File: config.mk
export PLATFORM = sky130hd
export DESIGN_NAME = countdown_alarm
export DESIGN_NICKNAME = d
export VERILOG_FILES = /design/src/rtl/countdown_alarm.sv
export SDC_FILE = /design/constraint.sdc
export NUM_CORES = 1
export LEC_CHECK = 0
export ABC_AREA = 1
export BUFFER_PORTS_ARGS = -buffer_cell sky130_fd_sc_hd__buf_2
export CAP_MARGIN = 40
export CORE_MARGIN = 5
export CORE_UTILIZATION = 40
export CTS_BUF_LIST = sky130_fd_sc_hd__clkbuf_4 sky130_fd_sc_hd__clkbuf_8
export DETAILED_ROUTE_END_ITERATION = 10
export GPL_ROUTABILITY_DRIVEN = 0
export SLEW_MARGIN = 15
export SYNTH_ARGS = -nofsm -noshare
export SYNTH_HDL_FRONTEND = slang
export SYNTH_SLANG_ARGS = --single-unit
File: constraint.sdc
create_clock -name clk -period 4.5 [get_ports clk]
set_input_delay 0.225 -clock clk [delete_from_list [all_inputs] [get_ports clk]]
set_output_delay 0.225 -clock clk [all_outputs]
set_load 0.01 [all_outputs]
File: src/rtl/countdown_alarm.sv
module countdown_alarm #(
  parameter int WIDTH = 6,
  parameter int LOAD  = 60,
  parameter int STEP  = 10
) (
  input  logic             clk,
  input  logic             rst_n,
  input  logic             start,
  input  logic             clear,
  input  logic             hold,
  input  logic             add,
  output logic             alarm,
  output logic [WIDTH-1:0] count
);

  localparam logic [WIDTH-1:0] LOADV = WIDTH'(LOAD);
  localparam logic [WIDTH:0]   LIMIT = (WIDTH+1)'(LOAD);

  typedef enum logic [1:0] {IDLE, RUN, PAUSE, RING} state_t;

  state_t           state, state_n;
  logic [WIDTH-1:0] count_n;
  logic             alarm_n;
  logic [WIDTH:0]   sum;
  logic [WIDTH-1:0] topped;

  assign sum    = {1'b0, count} + (WIDTH+1)'(STEP);
  assign topped = (sum > LIMIT) ? LOADV : sum[WIDTH-1:0];

  always_comb begin
    state_n = state;
    count_n = count;
    alarm_n = alarm;
    if (clear) begin
      state_n = IDLE;
      count_n = LOADV;
      alarm_n = 1'b0;
    end else begin
      unique case (state)
        IDLE: begin
          if (start) state_n = RUN;
          else if (add) count_n = topped;
        end
        RUN: begin
          if (hold) state_n = PAUSE;
          else if (add) count_n = topped;
          else if (count <= WIDTH'(1)) begin
            count_n = '0;
            state_n = RING;
            alarm_n = 1'b1;
          end else count_n = count - WIDTH'(1);
        end
        PAUSE: if (start) state_n = RUN;
        RING: begin
          if (add) begin
            count_n = WIDTH'(STEP);
            alarm_n = 1'b0;
            state_n = IDLE;
          end
        end
        default: state_n = IDLE;
      endcase
    end
  end

  always_ff @(posedge clk) begin
    if (!rst_n) begin
      state <= IDLE;
      count <= LOADV;
      alarm <= 1'b0;
    end else begin
      state <= state_n;
      count <= count_n;
      alarm <= alarm_n;
    end
  end

  a_r1_reset_load: assert property (@(posedge clk)
    $past(!rst_n) |-> (count == LOADV && !alarm));

  a_r2_single_step: assert property (@(posedge clk) disable iff (!rst_n)
    (state == RUN && !clear && !hold && !add && count > WIDTH'(1)) |=> count == $past(count) - WIDTH'(1));

  a_r3_zero_with_alarm: assert property (@(posedge clk) disable iff (!rst_n)
    alarm |-> count == '0);

  a_r3_alarm_sticks: assert property (@(posedge clk) disable iff (!rst_n)
    (alarm && !add && !clear) |=> alarm);

  a_r4_clear_reload: assert property (@(posedge clk) disable iff (!rst_n)
    clear |=> (count == LOADV && !alarm));

  a_r6_add_held: assert property (@(posedge clk) disable iff (!rst_n)
    (state == PAUSE && add) |=> $stable(count));

  a_r7_add_limit: assert property (@(posedge clk) disable iff (!rst_n)
    add |=> count <= LOADV);

  a_r8_answer: assert property (@(posedge clk) disable iff (!rst_n)
    (alarm && add) |=> (!alarm && count == WIDTH'(STEP)));

endmodule

# ---- Yosys cells after proc, flatten, opt, wreduce, memory -nomap -nowiden
# Cells that the tools add are included.
dict set report totals {
  ff_bits 9
  in_bits 6
  out_inout_bits 7
  wordCells 47
}
dict set report classes {
  n_addsub 2
  n_lt_le_gt_ge 2
  n_eq_ne 12
  n_mux 19
  bitwise_logic 1
  reduce_logical 8
}
# operator n
set ops {}
lappend ops {{6-bit two-way mux} 7}
lappend ops {{6-bit case mux with 3 select lines} 1}
lappend ops {{2-bit != test (second input constant)} 6}
lappend ops {{2-bit two-way mux} 5}
lappend ops {{5-bit AND reduction} 2}
lappend ops {{6-bit by 4-bit adder with 7-bit output (second input constant)} 1}
lappend ops {{7-bit by 6-bit > comparator with 1-bit output (second input constant)} 1}
lappend ops {{6-bit by 1-bit less-or-equal comparator with 1-bit output (second input constant)} 1}
lappend ops {{3-bit != test (second input constant)} 2}
lappend ops {{2-bit case mux with 3 select lines} 1}
lappend ops {{6-bit by 1-bit subtractor with 6-bit output (second input constant)} 1}
lappend ops {{2-bit equality test (second input constant)} 2}
lappend ops {{1-bit two-way mux} 4}
lappend ops {{4-bit AND reduction} 1}
lappend ops {{2-bit OR reduction} 2}
lappend ops {{3-bit nonzero test} 1}
lappend ops {{2-bit by 1-bit equality test with 1-bit output (second input constant)} 1}
lappend ops {{2-bit zero test} 1}
lappend ops {{2-bit by 1-bit != test with 1-bit output (second input constant)} 1}
lappend ops {{1-bit case mux with 2 select lines} 1}
lappend ops {{2-bit nonzero test} 1}
lappend ops {{1-bit inverter} 1}

# ---- Depth between registers and ports, before layout
dict set report depth {
  depth_word 6
  depth_mapped 12
}

# ---- Worst setup path before layout
# OpenSTA, ideal clock, no wires.
dict set report synth_timing {
  path_type {flip-flop to flip-flop}
  start {reg count[1]}
  end {reg count[0]}
  arrival_time_ps 1521
  required_time_ps 4386
  setup_slack_ps 2865
  path_stages_with_launch 11
  n_path_buf 0
  period_less_slack_ps 1635
  cell_sequence {dfxtp_1 -> inv_1 -> ha_1 -> inv_1 -> or2_1 -> nor2_1 -> nand3b_1 -> nand2_1 -> nand2_1 -> nand2_1 -> a21oi_2}
}
dict set report synth_between {
  elab_chain_cells 6
  elab_cells_between_ends 10
}
# item line_no
set synth_lines {}
lappend synth_lines {{start, declared} 13} ;# output logic [WIDTH-1:0] count
lappend synth_lines {{start signal, assigned} 73} ;# count <= count_n;
lappend synth_lines {{6-bit by 4-bit adder with 7-bit output} 27} ;# assign sum = {1'b0, count} + (WIDTH+1)'(STEP);
lappend synth_lines {{7-bit by 6-bit > comparator with 1-bit output} 28} ;# assign topped = (sum > LIMIT) ? LOADV : sum[WIDTH-1:0];
lappend synth_lines {{6-bit two-way mux} 28}
lappend synth_lines {{6-bit two-way mux, on equally long branches} {46, 42}}
lappend synth_lines {{6-bit two-way mux, on equally long branches} {45, 41}}
lappend synth_lines {{6-bit case mux with 3 select lines (*)} 39} ;# unique case (state)
# Every way passes the cells marked *; elsewhere a longest branch is shown, timed or not. The select of a mux whose other input is x is not followed.
# A chain may end at the register's enable or synchronous reset.

# ---- Final worst setup path
# Same ends and word-level chain as after synthesis.

==> flow_summary_export.csv <==
group,metric,value,unit
timing,finalHoldWorstSlack,0.2719,ns
run_status,status,"finished, final reports clean",
timing,hold_viol,0,
timing,fin_crit_sh,39.81,%
clock_tree,clock_latency,0.27,ns
run,maxCapViolations,0,
timing,rsz0062_at_grt,"false",
timing,timing.final.crit_period,1.791,ns
synth,postSynthNetCount,148,
die,pin_count,13,
finish,final_common_cell,"nand2_1",
clock_tree,hold_buffers,0,
die,rows,16,
die,die-area,3081,µm²
detailed_routing,detail_route.iter0.violations,5,
clock_tree,postCtsResizedCells,0,
finish,layout_common_cells,"nand2_1, inv_1, nor2_1",
clock_tree,cts_tree,"built",
detailed_routing,antenna_left,0,
detailed_routing,drc_errors,0,
worst_setup_path,worst-r2r-setup-slack,2.71,ns
placed_design,dpl-instance-area,910.9,µm²
power,power.leakage,0.5067,nW
detailed_routing,first_pass_iters,4,
power,total_power,0.2027,mW
min_path,hp-class,"input port to flop",
worst_setup_path,worstReg2RegEnd,"count[0]",
synth,synthesis.instances,136,
die,floorplan.die.height,55.51,µm
grt,grt-ovfl-total,0,
clock_tree,cts.reportedPaths.clkPinSlew,0.07,ns
synth,post_synthesis_area_per_instance,6.090,µm²
clock_tree,postCtsSetupRepairBufs,0,
timing,timing.final.ws_setup,2.709,ns
detailed_routing,detail_route.vias_per_cell,4.888,
timing,max_clock_freq,558.2,MHz
finish,finalNetCount,164,
die,start_util,42.22,%
clock_tree,clock_tree.buffer_depth,2,
die,core-area,1962,µm²
synth,yosysSeqAreaShare,21.75,%
finish,post_route_cells_drive_above_1_share,19.21,%
grt,track_usage,13.33,%
synth,ys_warns,0,
timing,slew_viol_final,0,
grt,grt_pass1_vias,807,
detailed_routing,detail_route.wirelength,1879,µm
die,dieWidth,55.51,µm
worst_setup_path,worstSetupEndpoint,"count[0]",
grt,grt_antenna_before_repair,0,
worst_setup_path,worst_setup_path_startpoint,"count[1]",
power,maximum_resistive_drop_on_vdd,0.1287,mV
power,power_density,215.5,nW/µm²
clock_tree,cts-buffers-inserted,3,
finish,area_growth,13.60,%
clock_tree,cts_num_sinks,9,
finish,fillCellCount,231,
worst_setup_path,worstReg2RegStart,"count[1]",
placed_design,portBuffers,12,
worst_setup_path,crit_arrival,1.96,ns
finish,final_instance_area,940.9,µm²
worst_setup_path,r2r.worst_path.cells,10,
detailed_routing,wl_per_cell,10.56,µm
synth,netlist_area,828.3,µm²
finish,antenna-diode-count,0,
grt,grt_first_pass_wirelength,3270,µm
synth,number_of_flip_flops_and_latches_in_the_synthesized_netlist,9,
worst_setup_path,cp-start-kind,"flop",
timing,finClkSkew,0.005650,ns
worst_setup_path,cp_max_fo,6,
worst_setup_path,critical_path_required,4.67,ns
placed_design,hpwlAfterDp,1534,µm
detailed_routing,vias,870,
placed_design,pre_cts_ws,2.746,ns
grt,grt_max_degree,12,
timing,final.setup.tns,0,ns
clock_tree,h-tree-depth,1,
synth,yosys.cell_types.count,27,
timing,slew_of_the_pin_with_the_lowest_slew_margin,0.5307,ns
timing,timing.final.setup_violations,0,
worst_setup_path,worstSetupEndpointType,"flop",
timing,timing.max_slew.rel_slack,64.49,%
worst_setup_path,worstSetupPathType,"flop to flop",
clock_tree,clk_tree_root_cell,"clkbuf_4",
==> critical path, cell delays in order, from the launching register on <==
cell      delay, ns
dfxtp_1        0.43
inv_1          0.14
ha_1           0.30
inv_1          0.04
or2_1          0.20
nor2_1         0.11
nand3b_1       0.17
nand2_1        0.10
nand2_1        0.06
nand2_1        0.08
a21oi_2        0.05
==> kinds of logic (layout without fill, tap and decap cells) <==
logic type	count (synthesis)	after routing	share of synthesized area, %
simple gates	72	72	39.12
buf+inv	25	40	12.23
compound gates	21	21	14.65
flops	9	9	21.75
fa+ha+maj	6	6	9.063
xor+xnor	3	3	3.173
==> metal layers <==
layer	track usage, %	vias to the layer above	share of wire (%)
met3	3.030	7	3.3
li1	-	457	-
met2	21.79	13	46
met1	15.12	393	47
met4	9.375	0	3.6
met5	0	-	0
==> Yosys cell counts, drive strengths merged <==
master	n	area [µm²]
inv	23	86.33
o21ai	11	58.80
buf	1	11.26
o31ai	1	7.510
a21boi	1	7.510
or2	1	6.260
nor2	19	91.33
ha	6	75.07
dfxtp	9	180.2
a21oi	6	33.78
nand4	1	6.260
nand3	8	45.04
a31oi	1	6.260
nand3b	2	15.01
nand2	40	155.1
xor2	3	26.28
nor3	1	5.000
clkinv	1	3.750
o21bai	1	7.510
==> cell type report <==
class | instances | area [µm²] | area share [%]
multi-input combinational | 102 | 546.8 | 58.11
sequential | 9 | 180.2 | 19.15
inverter | 24 | 90.09 | 9.574
timing repair buffer | 12 | 60.06 | 6.383
tap | 27 | 33.78 | 3.590
clock buffer | 4 | 30.03 | 3.191
==> flip-flops by register name, indices dropped and copies added, names as in the netlist <==
name and count:
alarm 1, count 6, state 2
==> per-stage QoR <==
stage | utilization (%) | cells
floorplan | - | 136
global placement | 46.43 | 174
detailed placement | 46.43 | 174
CTS | 47.96 | 178
global route | 47.96 | 178
finish | 47.96 | 178
==> worst min path at each step <==
stage | slack (ns) | endpoint | from | cells past startpoint
2_1_floorplan | 0.38 | count[5] | clear | 2
3_3_place_gp | 0.47 | alarm | alarm | 2
3_5_place_dp | 0.48 | alarm | alarm | 2
4_1_cts | 0.26 | count[5] | clear | 3
5_1_grt | 0.28 | count[5] | clear | 3
6_report | 0.27 | count[5] | clear | 3
==> where the power goes <==
group | leakage (nW) | switching (mW) | internal, mW | total (mW)
Clock | 0.0184 | 0.0307 | 0.0403 | 0.0710
Sequential | 0.0732 | 0.00460 | 0.0822 | 0.0868
Combinational | 0.415 | 0.0281 | 0.0168 | 0.0449
Note: power is estimated with default switching activity, not from simulation.
